==> src/rtl/reg_stack_pkg.sv <==
// Package: shared types for the register stack.
// Assumes: nothing beyond IEEE 1800-2017 enum support.
package reg_stack_pkg;
    // Decoded request class for one clock cycle
    typedef enum logic [1:0] {
        OP_IDLE = 2'd0,
        OP_PUSH = 2'd1,
        OP_POP  = 2'd2,
        OP_BAD  = 2'd3
    } stk_op_e;
endpackage

==> src/rtl/stack_ctrl.sv <==
// Module: stack_ctrl
// Decodes push/pop requests against the flags and owns the stack pointer,
// the full/empty flags and the error pulse. It produces the write address
// (pointer plus one) and the read address (current pointer) for storage.
// Assumes: requests are sampled once per rising edge; reset is synchronous.
module stack_ctrl
    import reg_stack_pkg::*;
#(
    parameter int ADDR_W = 6
) (
    input  logic              clk,
    input  logic              rst_n,
    input  logic              push_i,
    input  logic              pop_i,
    output stk_op_e           op_o,
    output logic [ADDR_W-1:0] wr_addr_o,
    output logic [ADDR_W-1:0] rd_addr_o,
    output logic [ADDR_W-1:0] sp_o,
    output logic              full_o,
    output logic              empty_o,
    output logic              err_o
);
    localparam logic [ADDR_W-1:0] PTR_ONE  = ADDR_W'(1);
    localparam logic [ADDR_W-1:0] PTR_ZERO = '0;

    logic [ADDR_W-1:0] sp_q;
    logic [ADDR_W-1:0] sp_up;
    logic [ADDR_W-1:0] sp_dn;
    logic              full_q;
    logic              empty_q;
    logic              err_q;
    stk_op_e           op;

    // Wrapping neighbours of the pointer
    always_comb begin
        sp_up = sp_q + PTR_ONE;
        sp_dn = sp_q - PTR_ONE;
    end

    // Classify the request; collisions and illegal states become OP_BAD
    always_comb begin
        if (push_i && pop_i)  op = OP_BAD;
        else if (push_i)      op = full_q  ? OP_BAD : OP_PUSH;
        else if (pop_i)       op = empty_q ? OP_BAD : OP_POP;
        else                  op = OP_IDLE;
    end

    // Pointer and flag update, one operation per edge
    always_ff @(posedge clk) begin
        if (!rst_n) begin
            sp_q    <= PTR_ZERO;
            full_q  <= 1'b0;
            empty_q <= 1'b1;
        end else begin
            case (op)
                OP_PUSH: begin
                    sp_q    <= sp_up;
                    full_q  <= (sp_up == PTR_ZERO);
                    empty_q <= 1'b0;
                end
                OP_POP: begin
                    sp_q    <= sp_dn;
                    empty_q <= (sp_dn == PTR_ZERO);
                    full_q  <= 1'b0;
                end
                default: ;
            endcase
        end
    end

    // Registered one-cycle error pulse for a rejected request
    always_ff @(posedge clk) begin
        if (!rst_n) err_q <= 1'b0;
        else        err_q <= (op == OP_BAD);
    end

    assign op_o      = op;
    assign wr_addr_o = sp_up;
    assign rd_addr_o = sp_q;
    assign sp_o      = sp_q;
    assign full_o    = full_q;
    assign empty_o   = empty_q;
    assign err_o     = err_q;
endmodule

==> src/rtl/stack_store.sv <==
// Module: stack_store
// Register bank of 2**ADDR_W words with one write port and one read port.
// The read port feeds an output data register loaded on a pop.
// Assumes: the write and read enables are mutually exclusive (the control
// guarantees this). The words themselves are not reset; only the output
// data register is.
module stack_store #(
    parameter int DATA_W = 8,
    parameter int ADDR_W = 6
) (
    input  logic              clk,
    input  logic              rst_n,
    input  logic              we_i,
    input  logic [ADDR_W-1:0] waddr_i,
    input  logic [DATA_W-1:0] wdata_i,
    input  logic              re_i,
    input  logic [ADDR_W-1:0] raddr_i,
    output logic [DATA_W-1:0] dr_o
);
    localparam int DEPTH = 1 << ADDR_W;

    logic [DATA_W-1:0] word_q [DEPTH];
    logic [DATA_W-1:0] rd_word;
    logic [DATA_W-1:0] dr_q;

    // One register per word, each with its own decoded write enable
    for (genvar g = 0; g < DEPTH; g++) begin : g_word
        // Capture the incoming word when this address is written
        always_ff @(posedge clk) begin
            if (we_i && (waddr_i == ADDR_W'(g))) word_q[g] <= wdata_i;
        end
    end

    // Read multiplexer on the current top
    always_comb rd_word = word_q[raddr_i];

    // Output data register: loads on a pop, holds otherwise
    always_ff @(posedge clk) begin
        if (!rst_n)    dr_q <= '0;
        else if (re_i) dr_q <= rd_word;
    end

    assign dr_o = dr_q;
endmodule

==> src/rtl/reg_stack.sv <==
// Module: reg_stack (top)
// Register-file LIFO with a wrapping pointer and full/empty flags set on
// landing at pointer zero. Rejected requests pulse err_o for one cycle.
// Assumes: a single clock domain and a synchronous active-low reset.
module reg_stack
    import reg_stack_pkg::*;
#(
    parameter int DATA_W = 8,
    parameter int ADDR_W = 6
) (
    input  logic              clk,
    input  logic              rst_n,
    input  logic              push_i,
    input  logic              pop_i,
    input  logic [DATA_W-1:0] din_i,
    output logic [DATA_W-1:0] dout_o,
    output logic [ADDR_W-1:0] sp_o,
    output logic              full_o,
    output logic              empty_o,
    output logic              err_o
);
    stk_op_e           op;
    logic [ADDR_W-1:0] wr_addr;
    logic [ADDR_W-1:0] rd_addr;

    stack_ctrl #(.ADDR_W(ADDR_W)) ctrl_i (
        .clk       (clk),
        .rst_n     (rst_n),
        .push_i    (push_i),
        .pop_i     (pop_i),
        .op_o      (op),
        .wr_addr_o (wr_addr),
        .rd_addr_o (rd_addr),
        .sp_o      (sp_o),
        .full_o    (full_o),
        .empty_o   (empty_o),
        .err_o     (err_o)
    );

    stack_store #(.DATA_W(DATA_W), .ADDR_W(ADDR_W)) store_i (
        .clk     (clk),
        .rst_n   (rst_n),
        .we_i    (op == OP_PUSH),
        .waddr_i (wr_addr),
        .wdata_i (din_i),
        .re_i    (op == OP_POP),
        .raddr_i (rd_addr),
        .dr_o    (dout_o)
    );
endmodule

==> config.mk <==
export PLATFORM = sky130hd
export DESIGN_NAME = reg_stack
export DESIGN_NICKNAME = d
export VERILOG_FILES = /design/src/rtl/reg_stack_pkg.sv /design/src/rtl/stack_ctrl.sv /design/src/rtl/stack_store.sv /design/src/rtl/reg_stack.sv
export SDC_FILE = /design/constraint.sdc
export NUM_CORES = 1
export LEC_CHECK = 0
export BUFFER_PORTS_ARGS = -buffer_cell sky130_fd_sc_hd__buf_4
export CORE_UTILIZATION = 45
export DETAILED_ROUTE_END_ITERATION = 10
export PLACE_DENSITY_LB_ADDON = 0.08
export SYNTH_ARGS = -nofsm -noshare
export SYNTH_HDL_FRONTEND = slang
export SYNTH_SLANG_ARGS = --single-unit
export TNS_END_PERCENT = 100
==> constraint.sdc <==
create_clock -name clk -period 7.2 [get_ports clk]
set_input_delay 0.36 -clock clk [delete_from_list [all_inputs] [get_ports clk]]
set_output_delay 0.36 -clock clk [all_outputs]
set_load 0.005 [all_outputs]
==> metrics.txt, run 1 <==
status=complete, no violations; Max FO, Critical Path=36; commonest non-fill, non-tap cell in the layout=edfxtp_1; Area growth syn-to-layout=11.7%; Mapped Area=0.0212 mm^2; Switching Fraction=0.229; RSZ-0062 raised after global routing=false; placed wire-length estimate=30800 um; Max-Cap Viols=0; Hold Path Cell Cnt=2; Non-Filler Instances=1831; placed cells=1729; number of buffers added for setup after CTS=0; Area contributors post-synth=edfxtp_1 73%, mux4_2 6.9%, mux2_2 5.2%, o22ai_1 1.7%, dfxtp_1 1.6%; number of synthesized flops with an enable pin=512; slew margin rel.=0.171; DRC=0; number of synthesized register bits=529; CTS max path bufs=3; Placeable Area=0.0465 mm^2; Post-Route WL=51600 um; Fin Setup TNS=0 ps; Overflow after GRT=0; top cell type's share of synthesized area=0.726; Worst setup SP type=flip-flop; Worst R2R Path Depth=6; final hold violation count=0; YS warnings=0; synth unique cells=48; vias in the first global route=10796; clk root buf=clkbuf_16; Post-DRT Antenna Nets=0; Final Max Tran Viols=0; worst r2r dst=store_i.word_q[52][6]; Tot GR Track Use=0.220; Slew @ Worst Pin=1230 ps; Clk pwr share=0.400; Iter 0 DRT Violations=1018; async set-reset flop share out of synthesis=0; antenna cells=0; VDD IR max=194 uV; htree depth=2; fill count=3843; Die Y=219 um; TritonCTS clock tree=done; initial antenna violation count=0; # setup viols final=0; initial core utilization=0.456; sequential area share after synthesis=0.742; Setup Skew=13.7 ps; Net Count, Synth=1165; Hold Path Origin=rst_n; post-synth top area cell=edfxtp_1; clk slew on worst S/H paths=60 ps; clock latency on the worst-skew pair=590 ps; Hold Path Class=in -> reg; minimum clock period=3890 ps; Flop pwr share=0.511; RR Startpoint=ctrl_i.rd_addr_o[0]; final cycle utilization of the critical path=0.540; Sw Pwr=1.55 mW; Pleak=7.39 nW; WP data required=7410 ps; Die ar.=0.0480 mm^2; Placer Congestion=0.821; Via Count=10732; largest net degree at the start of global routing=65; Comb pwr share=0.089; cts hold-fix bufs=0; wire length per cell=28.2 um; first-pass GRT wire length=75000 um; Initial DRT Pass Iterations=5; fmax=257 MHz; Mean Syn Cell Area=18.5 um^2; Worst R2R Setup Slack=3310 ps; Int Pwr=5.21 mW; I/O pin count=29; Crit path arrival time=4100 ps; # port buffers=28; most frequent cells in the layout=512 x edfxtp_1, 98 x mux2_2, 65 x mux4_2; Power Dens Cells=286 mW/mm^2; nets=1200; drt via density=5.86; top_reg_cell synth=edfxtp_1; share of cells above drive strength 1=0.250; crit path capture type=flip-flop; post-CTS sizing=0; die width=219 um; design area=0.0237 mm^2; placed cell area=0.0220 mm^2; clock sinks=529; Finished Core Util=0.509; synthesized instance count=1144; crit path kind=reg -> reg; cts bufs inserted=55; cell row count=79; Pwr Total=6.76 mW; Worst Hold End=ctrl_i.empty_o
synth_stat cells, types with 5 or more instances:
library cell and number:
buf_6 8, clkbuf_1 18, nor2_1 52, o31ai_1 15, ha_1 9, edfxtp_1 512, mux2_2 98, mux4_1 10
nand2_1 46, nand2b_1 5, or2_2 6, inv_1 5, nor2b_1 7, nand3_1 16, mux2i_1 26, and2_1 5
nor3_1 34, xnor2_1 6, nand3b_1 8, a21oi_1 18, mux4_2 65, a211oi_1 7, a2111oi_0 7, buf_2 29
nor4_1 14, o22ai_1 57, dfxtp_1 17, buf_4 11
power groups by stage:
| stage | Sequential [mW] | Clock [mW] | Combinational (mW) |
|---|---|---|---|
| global route | 3.46 | 2.88 | 0.642 |
| global placement | 3.52 | 0 | 0.600 |
| detailed placement | 3.52 | 0 | 0.602 |
| floorplan | 3.48 | 0 | 0.425 |
| finish | 3.45 | 2.70 | 0.601 |
| CTS | 3.45 | 2.76 | 0.604 |
cell families after synthesis:
kind of cell | share of synthesized area
fa+ha+maj | 0.00532
compound gates | 0.0371
mux | 0.146
flops | 0.742
simple gates | 0.0469
buf+inv | 0.0198
xor+xnor | 0.00331
cell type report:
| class | instances | area (um^2) | share of cell area |
|---|---|---|---|
| Clock buffer | 78 | 1530 | 0.0645 |
| Clock inverter | 24 | 181 | 0.00767 |
| Inverter | 7 | 26.3 | 0.00111 |
| Multi-Input combinational cell | 540 | 5090 | 0.215 |
| Sequential cell | 529 | 15700 | 0.664 |
| Tap cell | 607 | 759 | 0.0321 |
| Timing Repair Buffer | 46 | 360 | 0.0152 |
sequential cells by signal, indices dropped and copies added (netlist names):
| register | cells |
|---|---|
| ctrl_i.empty_o | 1 |
| ctrl_i.rd_addr_o | 6 |
| ctrl_i.full_o | 1 |
| store_i.dr_o | 8 |
| store_i.word_q | 512 |
| ctrl_i.err_o | 1 |
worst max path at each step:
stage,depth (start not counted),startpoint,slack (ps),end
CTS,6,ctrl_i.rd_addr_o[0],3250,store_i.word_q[52][6]
global route,7,ctrl_i.rd_addr_o[0],3000,store_i.word_q[14][2]
floorplan,8,ctrl_i.rd_addr_o[0],4600,store_i.word_q[25][0]
detailed placement,6,ctrl_i.rd_addr_o[0],3280,store_i.word_q[20][5]
global placement,6,ctrl_i.rd_addr_o[0],2990,store_i.word_q[47][3]
finish,6,ctrl_i.rd_addr_o[0],3310,store_i.word_q[52][6]
critical path: stages (launching register included):
cell	delay (ps)
dfxtp_4	750
buf_4	660
nand2_1	230
xnor2_1	210
o31ai_1	480
nand3_1	410
nor2_1	750
layer usage:
metal / vias to the layer above / global-route usage / part of all wire / wire length (um)
met4: 0 / 0.0572 / 0.020 / 1020
met2: 306 / 0.327 / 0.45 / 23300
met3: 66 / 0.0319 / 0.046 / 2390
met1: 5660 / 0.339 / 0.48 / 24900
li1: 4700 / - / - / -
met5: - / 0 / 0 / 0
through the flow:
stage / worst slack, ps / hold WS, ps
final: 3310 / 126
after global routing: 3000 / 105
after CTS: 3250 / 95.7
after detailed placement: 3280 / 483
after global placement: 2990 / 475
after floorplan: 4600 / 459
Power figures use the tool's default switching activity.
==> run 2: changes to the inputs <==
==> constraint.sdc (replaced) <==
create_clock -name clk -period 3.25 [get_ports clk]
set_input_delay 0.1625 -clock clk [delete_from_list [all_inputs] [get_ports clk]]
set_output_delay 0.1625 -clock clk [all_outputs]
set_load 0.005 [all_outputs]
==> run 2 against run 1 <==
Global-route usage down 0.11 points. Combinational power grew 140%. Worst hold slack worse by 56 ps. Sequential power rose by 120%. Count of clock-buffer cells in the layout up 2. Sequential share of layout area down 1.8 points. Via count up 2.4%. Register-to-register slack worse by 3200 ps. Highest routed layer unchanged.
==> metrics.txt, run 2 (synthesis gave the netlist of run 1 again) <==
# port buffers=28 (unchanged); cts hold-fix bufs=1 (+1); hold slack=70.5 ps (-55.6 ps); Critical Path Start=ctrl_i.rd_addr_o[0]; crit path capture type=flip-flop; final cycle utilization of the critical path=0.977 (+0.437); minimum clock period=3180 ps (-715 ps); wire length per cell=26.8 um (-5.0%); clock latency on the worst-skew pair=600 ps (about the same); Die ar.=0.0480 mm^2 (unchanged); cell row count=79 (unchanged); number of flip-flops under the largest register name=512 (unchanged); Final Max Tran Viols=0 (unchanged); Flop pwr share=0.502 (-0.009); largest net degree at the start of global routing=65 (unchanged); Int Pwr=11.7 mW (+120%); WP data required=3690 ps (-3720 ps); Comb pwr share=0.097 (+0.008); first-pass GRT wire length=75000 um (about the same); Iter 0 DRT Violations=1005 (-1.3%); Via Count=10986 (+2.4%); Tot GR Track Use=0.219 (-0.00113); Pwr Total=15.2 mW (+120%); final hold violation count=0 (unchanged); most frequent cells in the layout=512 x edfxtp_1, 128 x buf_4, 98 x mux2_2; Fin Setup TNS=0 ps (unchanged); initial antenna violation count=0 (unchanged); Initial DRT Pass Iterations=5 (unchanged); initial core utilization=0.456 (unchanged); Crit path arrival time=3620 ps (-480 ps); RSZ-0062 raised after global routing=false; Worst setup endpoint=store_i.dr_o[3]; Overflow after GRT=0 (unchanged); Die Y=219 um (unchanged); placed cells=1814 (+4.9%); nets=1286 (+7.2%); clock sinks=529 (unchanged); DRC=0 (unchanged); CTS max path bufs=3 (unchanged); worst r2r dst=store_i.dr_o[3]; I/O pin count=29 (unchanged); crit path kind=reg -> reg; Power Dens Cells=623 mW/mm^2 (+120%); Slew @ Worst Pin=1120 ps (-111 ps); # setup viols final=0 (unchanged); post-CTS sizing=0 (unchanged); Area growth syn-to-layout=14.9%; cts bufs inserted=55 (unchanged); TritonCTS clock tree=done; Clk pwr share=0.401 (about the same); Sw Pwr=3.45 mW (+120%); largest reg by FF count=store_i.word_q; vias in the first global route=10990 (+1.8%); fmax=315 MHz (+23%); Switching Fraction=0.227 (-0.00147); Worst R2R Path Depth=6 (unchanged); number of buffers added for setup after CTS=0 (unchanged); Placer Congestion=0.857 (+4.3%); clk slew on worst S/H paths=60 ps (about the same); Setup Skew=16.0 ps (+2.31 ps); share of cells above drive strength 1=0.296 (+0.0464); antenna cells=0 (unchanged); Post-Route WL=51300 um (-0.54%); Hold Path Origin=push_i; Post-DRT Antenna Nets=0 (unchanged); Worst setup SP type=flip-flop; Pleak=7.87 nW (+6.5%); Max FO, Critical Path=29 (-19%); slew margin rel.=0.249 (+0.0777); Hold Path Class=in -> reg; die width=219 um (unchanged); placed wire-length estimate=31400 um (+2.0%); VDD IR max=393 uV (+100%); Non-Filler Instances=1916 (+4.6%); Max-Cap Viols=0 (unchanged); drt via density=5.73 (-2.2%); Placeable Area=0.0465 mm^2 (unchanged); htree depth=2 (unchanged); status=complete, no violations; RR Startpoint=ctrl_i.rd_addr_o[0]; Worst R2R Setup Slack=70 ps (-3230 ps); clk root buf=clkbuf_16; commonest non-fill, non-tap cell in the layout=edfxtp_1
## run 2: changes by cell type in the layout (fill, tap and decap cells not counted), sizes merged
cell | previous run | this run
clkinvlp | 0 | 1
clkbuf | 78 | 80
dlygate4sd3 | 0 | 1
buf | 46 | 131
clkinv | 21 | 17
## run 2: worst min path at each step
stage          cells after the start                    to
6_report                           5          ctrl_i.err_o
5_1_grt                            5          ctrl_i.err_o
4_1_cts                            5          ctrl_i.err_o
3_5_place_dp                       2         ctrl_i.full_o
3_3_place_gp                       2         ctrl_i.full_o
2_1_floorplan                      0  store_i.word_q[0][0]
## run 2: per-stage QoR
stage          worst slack (ps)   util  instance area (um^2)
4_1_cts                    74.6  0.524                 24300
3_3_place_gp               76.8  0.486                 22600
6_report                   74.3  0.524                 24300
2_1_floorplan               645      -                 21200
5_1_grt                    8.01  0.524                 24300
3_5_place_dp               75.2  0.486                 22600
## run 2: cell type report
class / count / area, um^2
fill: 3779 / 22100
sequential: 529 / 15700
multi-input combinational: 540 / 5050
clock buffer: 80 / 1570
timing repair buffer: 132 / 1030
tap: 607 / 759
clock inverter: 21 / 173
inverter: 7 / 26.3
## run 2: worst max-delay path, stage by stage, from the launching register on
cell and delay, ps:
dfxtp_4 620, buf_4 500, mux4_2 570, mux2i_1 230, o22ai_1 160, nor4_1 740
o31ai_1 170
## run 2: layer usage
layer  global-route usage  up-vias  routed length, um
met4               0.0681        0               1210
met5                    0        -                  0
met2                0.329      291              23400
li1                     -     4863                  -
met1                0.331     5759              24200
met3               0.0309       73               2510
## run 2: power groups by stage
| stage | Combinational (mW) | Clock [mW] | Sequential (mW) |
|---|---|---|---|
| 2_1_floorplan | 0.942 | 0 | 7.70 |
| 3_3_place_gp | 1.47 | 0 | 7.76 |
| 3_5_place_dp | 1.47 | 0 | 7.76 |
| 4_1_cts | 1.48 | 6.22 | 7.61 |
| 5_1_grt | 1.57 | 6.45 | 7.62 |
| 6_report | 1.46 | 6.08 | 7.61 |
==> run 3: changes to the inputs <==
==> constraint.sdc (replaced) <==
create_clock -name clk -period 3.5 [get_ports clk]
set_input_delay 0.175 -clock clk [delete_from_list [all_inputs] [get_ports clk]]
set_output_delay 0.175 -clock clk [all_outputs]
set_load 0.005 [all_outputs]
==> run 3 against run 2 <==
The flow now finishes with violations (DRC). Worst hold slack better by 4.8 ps. Sequential cell count stayed put. Core utilization is 0.054 points lower. Sequential power is 7.0% lower. Critical path type unchanged. Largest power group unchanged.
==> metrics.txt, run 3 (synthesis gave the netlist of run 1 again) <==
die width=219 um (unchanged); Placeable Area=0.0465 mm^2 (unchanged); Initial DRT Pass Iterations=8 (+3); Max FO, Critical Path=26 (-10%); TritonCTS clock tree=done; placed cell area=0.0225 mm^2 (-0.15%); CTS max path bufs=3 (unchanged); placed wire-length estimate=31400 um (about the same); largest reg by FF count=store_i.word_q; most frequent cells in the layout=512 x edfxtp_1, 126 x buf_4, 98 x mux2_2; crit path capture type=flip-flop; Overflow after GRT=0 (unchanged); Max-Cap Viols=0 (unchanged); fill count=3757 (-0.58%); initial antenna violation count=0 (unchanged); htree depth=2 (unchanged); final cycle utilization of the critical path=0.900 (-0.0770); commonest non-fill, non-tap cell in the layout=edfxtp_1; # port buffers=28 (unchanged); number of flip-flops under the largest register name=512 (unchanged); largest net degree at the start of global routing=65 (unchanged); # setup viols final=0 (unchanged); Crit path arrival time=3620 ps (about the same); Die ar.=0.0480 mm^2 (unchanged); Slew @ Worst Pin=1440 ps (+318 ps); vias in the first global route=11142 (+1.4%); Tot GR Track Use=0.221 (+0.00251); initial core utilization=0.456 (unchanged); Pleak=7.85 nW (-0.21%); share of cells above drive strength 1=0.298 (+0.00114); final hold violation count=0 (unchanged); Die Y=219 um (unchanged); Finished Core Util=0.523 (-0.000539); cts bufs inserted=54 (-1.8%); placed cells=1811 (-0.17%); clk root buf=clkbuf_16; wire length per cell=27.0 um (+0.66%); antenna cells=0 (unchanged); Area growth syn-to-layout=14.8%; clock sinks=529 (unchanged); Multi-input gate area=0.00505 mm^2 (unchanged); fmax=317 MHz (+0.80%); slew margin rel.=0.0362 (-0.212); WP data required=3970 ps (+280 ps); Post-Route WL=51500 um (+0.40%); VDD IR max=397 uV (+0.97%); first-pass GRT wire length=75700 um (+0.97%); clk slew on worst S/H paths=60 ps (about the same); nets=1282 (-0.31%); drt via density=5.73 (-0.14%); worst setup margin=349 ps (+275 ps); Post-DRT Antenna Nets=0 (unchanged); Non-Filler Instances=1911 (-0.26%); Setup Skew=33.9 ps (+17.9 ps); status=finished, violations left; design area=0.0243 mm^2 (-0.10%); Power Dens Cells=581 mW/mm^2 (-6.7%); Via Count=10942 (-0.40%); I/O pin count=29 (unchanged); Setup Slack @ Placement=258 ps (+183 ps); Iter 0 DRT Violations=958 (-4.7%); clock latency on the worst-skew pair=610 ps (about the same); Fin Setup TNS=0 ps (unchanged); Hold Path Class=in -> reg; Placer Congestion=0.807 (-5.8%); DRC=1 (+1); failing checks=DRC; minimum clock period=3150 ps (-25.2 ps); Worst setup SP type=flip-flop; Final Max Tran Viols=0 (unchanged); register area=0.0157 mm^2 (unchanged); cell row count=79 (unchanged); crit path kind=reg -> reg; RSZ-0062 raised after global routing=false
## run 3: changes by cell type in the layout (fill, tap and decap cells not counted), sizes merged
cell and change:
bufinv +2, clkinv +4, clkbuf -11, clkinvlp +2
buf -3, inv +1
## run 3: metrics by stage
step | hold slack, ps | total power [mW]
floorplan | 274 | 8.03
global placement | 479 | 8.56
detailed placement | 483 | 8.56
CTS | 46.5 | 14.3
global route | 91.1 | 14.6
finish | 75.3 | 14.1
## run 3: power by group
group	total [mW]	leakage [nW]	switching [mW]	internal, mW
Combinational	1.34	2.25	0.792	0.552
Sequential	7.08	4.74	0.0801	7.00
Clock	5.71	0.857	2.37	3.34
Total	14.1	7.85	3.24	10.9
## run 3: layer usage
metal,share of wire,global-route usage
met1,0.46,0.320
met2,0.47,0.346
met3,0.054,0.0401
met4,0.020,0.0609
met5,0,0
## run 3: timing repair
action | CTS | global route
hold endpoints to repair | 17 | 0
setup buffers | 0 | 0
endpoints found under the setup margin | 0 | 0
resized for setup | 0 | 0
hold buffers | 1 | 0
## run 3: area by class of cell
cell class / count / share of cell area
inverter: 7 / 0.00108
timing repair buffer: 129 / 0.0410
sequential: 529 / 0.647
multi-input combinational: 540 / 0.208
clock buffer: 69 / 0.0608
tap: 607 / 0.0312
clock inverter: 30 / 0.0114
## run 3: critical path: stages, from the launching register on
cell     delay (ps)
dfxtp_4         550
buf_4           330
buf_4           510
mux4_2          580
mux2i_1         220
o22ai_1         140
nor4_1          530
o31ai_1         140
## run 3: path summary, 6_finish.rpt
check,start,slack (ps),cells past startpoint,to
setup / recovery,ctrl_i.rd_addr_o[0],350,7,store_i.dr_o[3]
hold / removal,push_i,80,5,ctrl_i.err_o
setup reg to reg,ctrl_i.rd_addr_o[0],350,7,store_i.dr_o[3]
hold reg to reg,ctrl_i.full_o,490,2,ctrl_i.full_o
